`src/rtl/tdm_demux_pkg.sv`:
```
package tdm_demux_pkg;
    localparam int NUM_PHASES = 5;
    localparam int PHASE_W    = 3;

    typedef enum logic [1:0] {
        LK_HUNT  = 2'd0,
        LK_CHECK = 2'd1,
        LK_SYNC  = 2'd2
    } lock_state_t;
endpackage

```
`src/rtl/tdm_slot_counter.sv`:
```
module tdm_slot_counter #(
    parameter int BYTE_W = 8,
    parameter int SLOTS  = 80
) (
    input  logic                                    clk,
    input  logic                                    rst_n,
    input  logic                                    restart,
    output logic [$clog2(BYTE_W)-1:0]               bit_pos,
    output logic [$clog2(SLOTS)-1:0]                slot_pos,
    output logic [tdm_demux_pkg::PHASE_W-1:0]       phase_pos,
    output logic                                    frame_end
);
    localparam int BIT_W  = $clog2(BYTE_W);
    localparam int SLOT_W = $clog2(SLOTS);
    localparam logic [BIT_W-1:0]  LAST_BIT  = BIT_W'(BYTE_W - 1);
    localparam logic [SLOT_W-1:0] LAST_SLOT = SLOT_W'(SLOTS - 1);
    localparam logic [tdm_demux_pkg::PHASE_W-1:0] LAST_PHASE =
        tdm_demux_pkg::PHASE_W'(tdm_demux_pkg::NUM_PHASES - 1);

    typedef struct packed {
        logic [BIT_W-1:0]                   bitc;
        logic [SLOT_W-1:0]                  slot;
        logic [tdm_demux_pkg::PHASE_W-1:0]  phase;
    } cnt_t;

    cnt_t cnt_d, cnt_q;

    always_comb begin
        cnt_d = cnt_q;
        if (restart) begin
            cnt_d = '0;
        end else if (cnt_q.bitc == LAST_BIT) begin
            cnt_d.bitc = '0;
            if (cnt_q.slot == LAST_SLOT) begin
                cnt_d.slot  = '0;
                cnt_d.phase = '0;
            end else begin
                cnt_d.slot  = cnt_q.slot + 1'b1;
                cnt_d.phase = (cnt_q.phase == LAST_PHASE) ? '0 : cnt_q.phase + 1'b1;
            end
        end else begin
            cnt_d.bitc = cnt_q.bitc + 1'b1;
        end
    end

    always_ff @(posedge clk) begin
        if (!rst_n) cnt_q <= '0;
        else        cnt_q <= cnt_d;
    end

    assign bit_pos   = cnt_q.bitc;
    assign slot_pos  = cnt_q.slot;
    assign phase_pos = cnt_q.phase;
    assign frame_end = (cnt_q.bitc == LAST_BIT) && (cnt_q.slot == LAST_SLOT);
endmodule

```
`src/rtl/tdm_frame_lock.sv`:
```
module tdm_frame_lock (
    input  logic clk,
    input  logic rst_n,
    input  logic marker,
    input  logic frame_end,
    output logic restart,
    output logic in_sync,
    output logic lost_err
);
    import tdm_demux_pkg::*;

    typedef struct packed {
        lock_state_t state;
        logic        miss;
        logic        err;
    } lock_t;

    lock_t lk_d, lk_q;
    logic  bad_edge;

    always_comb begin
        lk_d     = lk_q;
        restart  = 1'b0;
        bad_edge = (frame_end && !marker) || (!frame_end && marker);
        unique case (lk_q.state)
            LK_HUNT: begin
                if (marker) begin
                    restart    = 1'b1;
                    lk_d.state = LK_CHECK;
                end
            end
            LK_CHECK: begin
                if (frame_end) begin
                    lk_d.state = marker ? LK_SYNC : LK_HUNT;
                    lk_d.miss  = 1'b0;
                end else if (marker) begin
                    restart = 1'b1;
                end
            end
            LK_SYNC: begin
                if (bad_edge) begin
                    if (lk_q.miss) begin
                        lk_d.state = LK_HUNT;
                        lk_d.miss  = 1'b0;
                        lk_d.err   = 1'b1;
                    end else begin
                        lk_d.miss = 1'b1;
                    end
                end else if (frame_end) begin
                    lk_d.miss = 1'b0;
                end
            end
            default: lk_d.state = LK_HUNT;
        endcase
    end

    always_ff @(posedge clk) begin
        if (!rst_n) lk_q <= '{state: LK_HUNT, miss: 1'b0, err: 1'b0};
        else        lk_q <= lk_d;
    end

    assign in_sync  = (lk_q.state == LK_SYNC);
    assign lost_err = lk_q.err;
endmodule

```
`src/rtl/tdm_byte_assembler.sv`:
```
module tdm_byte_assembler #(
    parameter int BYTE_W = 8,
    parameter int SLOTS  = 80
) (
    input  logic                                clk,
    input  logic                                rst_n,
    input  logic                                in_sync,
    input  logic [$clog2(BYTE_W)-1:0]           bit_pos,
    input  logic [$clog2(SLOTS)-1:0]            slot_pos,
    input  logic [tdm_demux_pkg::PHASE_W-1:0]   phase_pos,
    input  logic                                rx_data,
    input  logic                                rx_ind,
    input  logic                                rx_fault,
    input  logic                                ind_fault,
    output logic                                out_valid,
    output logic [BYTE_W-1:0]                   out_data,
    output logic [$clog2(SLOTS)-1:0]            out_slot,
    output logic [tdm_demux_pkg::PHASE_W-1:0]   out_phase,
    output logic                                out_ind
);
    localparam int BIT_W  = $clog2(BYTE_W);
    localparam int SLOT_W = $clog2(SLOTS);
    localparam logic [BIT_W-1:0] LAST_BIT = BIT_W'(BYTE_W - 1);

    typedef struct packed {
        logic [BYTE_W-1:0]                  shreg;
        logic                               ind_smp;
        logic                               valid;
        logic [BYTE_W-1:0]                  data;
        logic [SLOT_W-1:0]                  slot;
        logic [tdm_demux_pkg::PHASE_W-1:0]  phase;
        logic                               ind;
    } asm_t;

    asm_t as_d, as_q;

    always_comb begin
        as_d                 = as_q;
        as_d.valid           = 1'b0;
        as_d.shreg[bit_pos]  = rx_data & ~rx_fault;
        if (bit_pos == '0) begin
            as_d.ind_smp = rx_ind & ~ind_fault;
        end
        if (in_sync && bit_pos == LAST_BIT) begin
            as_d.valid = 1'b1;
            as_d.data  = as_d.shreg;
            as_d.slot  = slot_pos;
            as_d.phase = phase_pos;
            as_d.ind   = as_d.ind_smp;
        end
    end

    always_ff @(posedge clk) begin
        if (!rst_n) as_q <= '0;
        else        as_q <= as_d;
    end

    assign out_valid = as_q.valid;
    assign out_data  = as_q.data;
    assign out_slot  = as_q.slot;
    assign out_phase = as_q.phase;
    assign out_ind   = as_q.ind;
endmodule

```
`src/rtl/tdm_slot_demux.sv`:
```
module tdm_slot_demux #(
    parameter int BYTE_W     = 8,
    parameter int FRAME_BITS = 640,
    localparam int SLOTS     = FRAME_BITS / BYTE_W,
    localparam int SLOT_W    = $clog2(SLOTS)
) (
    input  logic                               clk,
    input  logic                               rst_n,
    input  logic                               rx_data,
    input  logic                               rx_ind,
    input  logic                               frame_n,
    input  logic                               rx_fault,
    input  logic                               ind_fault,
    output logic                               byte_valid,
    output logic [BYTE_W-1:0]                  byte_data,
    output logic [SLOT_W-1:0]                  slot_idx,
    output logic [tdm_demux_pkg::PHASE_W-1:0]  phase_idx,
    output logic                               slot_ind,
    output logic                               locked,
    output logic                               align_err
);
    localparam int BIT_W = $clog2(BYTE_W);

    logic                               restart;
    logic                               frame_end;
    logic [BIT_W-1:0]                   bit_pos;
    logic [SLOT_W-1:0]                  slot_pos;
    logic [tdm_demux_pkg::PHASE_W-1:0]  phase_pos;

    tdm_slot_counter #(.BYTE_W(BYTE_W), .SLOTS(SLOTS)) u_cnt (
        .clk       (clk),
        .rst_n     (rst_n),
        .restart   (restart),
        .bit_pos   (bit_pos),
        .slot_pos  (slot_pos),
        .phase_pos (phase_pos),
        .frame_end (frame_end)
    );

    tdm_frame_lock u_lock (
        .clk       (clk),
        .rst_n     (rst_n),
        .marker    (~frame_n),
        .frame_end (frame_end),
        .restart   (restart),
        .in_sync   (locked),
        .lost_err  (align_err)
    );

    tdm_byte_assembler #(.BYTE_W(BYTE_W), .SLOTS(SLOTS)) u_asm (
        .clk       (clk),
        .rst_n     (rst_n),
        .in_sync   (locked),
        .bit_pos   (bit_pos),
        .slot_pos  (slot_pos),
        .phase_pos (phase_pos),
        .rx_data   (rx_data),
        .rx_ind    (rx_ind),
        .rx_fault  (rx_fault),
        .ind_fault (ind_fault),
        .out_valid (byte_valid),
        .out_data  (byte_data),
        .out_slot  (slot_idx),
        .out_phase (phase_idx),
        .out_ind   (slot_ind)
    );
endmodule

```
`config.mk`:
```
export PLATFORM = sky130hd
export DESIGN_NAME = tdm_slot_demux
export DESIGN_NICKNAME = d
export VERILOG_FILES = /design/src/rtl/tdm_demux_pkg.sv /design/src/rtl/tdm_slot_counter.sv /design/src/rtl/tdm_frame_lock.sv /design/src/rtl/tdm_byte_assembler.sv /design/src/rtl/tdm_slot_demux.sv
export SDC_FILE = /design/constraint.sdc
export NUM_CORES = 1
export LEC_CHECK = 0
export ABC_AREA = 1
export BUFFER_PORTS_ARGS = -buffer_cell sky130_fd_sc_hd__buf_2
export CAP_MARGIN = 5
export CORE_MARGIN = 1.5
export CORE_UTILIZATION = 50
export CTS_CLUSTER_DIAMETER = 30
export DETAILED_ROUTE_END_ITERATION = 7
export PLACE_DENSITY = 0.71
export SYNTH_ARGS = -nofsm -noshare
export SYNTH_HDL_FRONTEND = slang
export SYNTH_SLANG_ARGS = --single-unit
```
`constraint.sdc`:
```
create_clock -name clk -period 4.9 [get_ports clk]
set_input_delay 0.98 -clock clk [delete_from_list [all_inputs] [get_ports clk]]
set_output_delay 0.98 -clock clk [all_outputs]
set_load 0.03 [all_outputs]
```
==> out/qor.log <==
[place] pre-CTS setup slack 2590 ps
[detailed_routing] routed vias 1536
[floorplan] width of the die 66.6 µm
[cts] number of buffers inserted during clock tree synthesis 5
[power] part of the power in combinational logic 4.3%
[global_route] largest net degree at the start of global routing 32
[power] share of total power in sequential cells 56.6%
[timing] Highest Clock Rate 0.440 GHz
[place] HPWL Detailed 2.53 mm
[logic_synthesis] number of storage elements in the synthesis netlist 46
[power] power per cell area 311 nW/µm²
[cells_and_area] share of post-route cells with drive strength above 1 16.7%
[floorplan] Die Height 66.6 µm
[power] post-route total power 0.000672 W
[critical_path] Crit path arrival time 2500 ps
[timing] hold violation count in the final report 0
[power] Leak 0.990 nW
[power] switching power 0.000144 W
[critical_path] startpoint kind of the worst setup timing path flop
[floorplan] area enclosed by the die boundary 4440 µm²
[detailed_routing] DRC violation total after the first TritonRoute iteration 86
[cts] H-tree lvl count 2
[logic_synthesis] count of flip-flops with a built-in enable after synthesis 0
[detailed_routing] mean number of vias per cell 4.85
[timing] Final setup viols 0
[logic_synthesis] net count after synthesis 272
[place] final weighted congestion in routability-driven placement 0.817
[logic_synthesis] synth top area cells sky130_fd_sc_hd__dfxtp_1, sky130_fd_sc_hd__nor2_1, sky130_fd_sc_hd__buf_4
[floorplan] cell row count 22
[cells_and_area] final core utilization 57.3%
[logic_synthesis] Synth top area share 45.5%
[timing] worst hold-check slack 480 ps
[floorplan] count of boundary I/O pins 29
[detailed_routing] WL/cell 11.1 µm
[power] net switching fraction of the power 21.4%
[detailed_routing] drt total wl 3.52 mm
[logic_synthesis] count of distinct cell types in the synthesized netlist 24
[cts] CTS-repair resized insts 0
[global_route] Overall Global Routing Usage 18.0%
[global_route] antenna violations before repair 0
[cts] clk buf depth 2
[global_route] Global Route met1 Usage 23.0%
[global_route] number of global-route vias before repair 1392
[timing] Final period util 46.4%
[critical_path] reg-to-reg setup timing slack 2630 ps
[cells_and_area] diode count 0
[logic_synthesis] post-synthesis cell area 2020 µm²
[critical_path] Critical Path Sink Type flop
[logic_synthesis] most common cell in the synthesized netlist sky130_fd_sc_hd__dfxtp_1
[global_route] most used routing layer met2
[global_route] met2 demand-to-capacity share in global routing 27.9%
[global_route] GRT met3 Usage 4.56%
[cts] count of hold-fix buffers inserted at cts 0
[floorplan] initial core utilization 53.7%
[cts] buffer cell driving the clock tree root sky130_fd_sc_hd__clkbuf_8
[timing] transition time at the pin with the least slew margin 605 ps
[detailed_routing] Residual DRC 0
[cts] # clock sinks 46
[cts] clock-pin slew on the worst setup and hold paths 80 ps
[power] worst supply voltage drop on vdd 0.186 mV
[logic_synthesis] sequential fraction of the synthesis area 45.5%
[global_route] global-route wire length before repair 5.91 mm
[timing] total negative slack for setup checks 0 ps
[timing] final slew viol count 0
[logic_synthesis] gate count of the mapped netlist 257
[global_route] grt ovf 0
[timing] RSZ-0062 raised after global routing no
[detailed_routing] number of antenna-violating nets in the routed design 0
[cts] CTS tree yes
[detailed_routing] DR pass1 iterations 5
[power] clock share of power 39.2%
[logic_synthesis] fraction of registers with async set/reset 0%
[outcome] outcome complete, no violations
[logic_synthesis] Most used DFF post-synth sky130_fd_sc_hd__dfxtp_1
[run] MaxCap Viol Count 0
[logic_synthesis] library cell occupying the most area in the post-synthesis netlist sky130_fd_sc_hd__dfxtp_1
[critical_path] worst endpoint required time 5130 ps
[worst_hold_path] hold crit path type reg2reg
[cells_and_area] number of nets in the finished design 283
[critical_path] worst setup path category reg2reg
[logic_synthesis] average cell area after synthesis 7.88 µm²
[place] IO buf count 28
[critical_path] CP Max Fanout 7
[logic_synthesis] cell types with the highest counts after synthesis sky130_fd_sc_hd__dfxtp_1, sky130_fd_sc_hd__nor2_1, sky130_fd_sc_hd__inv_1
[floorplan] core outline area 3770 µm²
[power] cell-internal power 0.000528 W
[timing] Final Critical Period 2270 ps
[timing] worst path setup slack after routing 2630 ps
[logic_synthesis] warnings from Yosys 0
[cts] Post-CTS Setup Bufs 0
[timing] worst relative slew slack 59.6%
[cts] insertion delay of the later-clocked pin in the worst-skew pair 300 ps
[cells_and_area] area grow syn2layout 6.74%
[timing] Layout Skew 3.99 ps
[layout make-up]
cell class	instances	area, µm²
fillers	360	1610
clock buffers	8	110
multi-input cells	160	828
well taps	48	60.1
flip-flops and latches	46	921
repair buffers	28	140
inverters	27	101
[sequential cells by signal, summed over array words and instances (netlist names)]
signal           flops
u_lock.lk_q          3
u_lock.lost_err      1
u_cnt.slot_pos       7
u_asm.out_slot       7
u_cnt.bit_pos        3
u_asm.out_data       8
u_asm.out_ind        1
u_cnt.phase_pos      3
u_asm.as_q           9
u_asm.out_valid      1
u_asm.out_phase      3
[power groups by stage]
stage	combinational, W	sequential [W]	clock, W
6_report	0.0000286	0.000380	0.000264
5_1_grt	0.0000334	0.000381	0.000286
4_1_cts	0.0000287	0.000380	0.000271
3_5_place_dp	0.0000285	0.000389	0
3_3_place_gp	0.0000281	0.000389	0
2_1_floorplan	0.0000206	0.000388	0
[cells in the final DEF (no fill, tap or decap), types with 3 or more instances in the layout]
master	Yosys	final
sky130_fd_sc_hd__a21oi_1	25	25
sky130_fd_sc_hd__buf_2	1	28
sky130_fd_sc_hd__clkbuf_8	0	8
sky130_fd_sc_hd__dfxtp_1	46	46
sky130_fd_sc_hd__ha_1	8	8
sky130_fd_sc_hd__inv_1	26	26
sky130_fd_sc_hd__nand2_1	25	25
sky130_fd_sc_hd__nand3_1	18	18
sky130_fd_sc_hd__nor2_1	45	45
sky130_fd_sc_hd__nor3_1	3	3
sky130_fd_sc_hd__o21ai_0	19	19
sky130_fd_sc_hd__o21ai_2	3	3
sky130_fd_sc_hd__xor2_1	4	4
[cells by family (layout without fill, tap and decap cells)]
logic type                 count (synthesis)  in the layout  synth area share (%)
AOI/OAI and AO/OA                         50             50                  13.3
adders and majority gates                  8              8                  4.94
buffers and inverters                     51             63                  13.6
and+or+nand+nor                           97             97                  20.5
xor gates and xnor gates                   5              5                  2.16
DFF                                       46             46                  45.5
[layer usage]
metal	routed length, µm	part of all wire, %	up-vias
met5	0	0	-
met2	1590	45	18
li1	-	-	828
met3	135	3.8	4
met1	1750	50	686
met4	45	1.3	0
[final timing paths]
check,cells past startpoint,from,endpoint
worst max-delay path,11,u_cnt.bit_pos[0],u_cnt.slot_pos[1]
worst min-delay path,2,u_lock.lost_err,u_lock.lost_err
worst max register to register,11,u_cnt.bit_pos[0],u_cnt.slot_pos[1]
worst min register to register,2,u_lock.lost_err,u_lock.lost_err
[per-stage QoR]
stage	instance area [µm²]	instances
floorplan	2020	257
global placement	2050	309
detailed placement	2050	309
CTS	2160	317
global route	2160	317
finish	2160	317
[critical path, stage by stage (launching register included)]
cell and delay [ps]:
sky130_fd_sc_hd__dfxtp_1 450, sky130_fd_sc_hd__ha_1 190, sky130_fd_sc_hd__ha_1 310, sky130_fd_sc_hd__nand2_1 160, sky130_fd_sc_hd__nor2_4 160, sky130_fd_sc_hd__nand2_1 130, sky130_fd_sc_hd__ha_1 210, sky130_fd_sc_hd__nand2_1 70
sky130_fd_sc_hd__nand2_1 60, sky130_fd_sc_hd__nor2_2 140, sky130_fd_sc_hd__nand2_1 170, sky130_fd_sc_hd__nor3_1 150
Power figures use the tool's default switching activity.
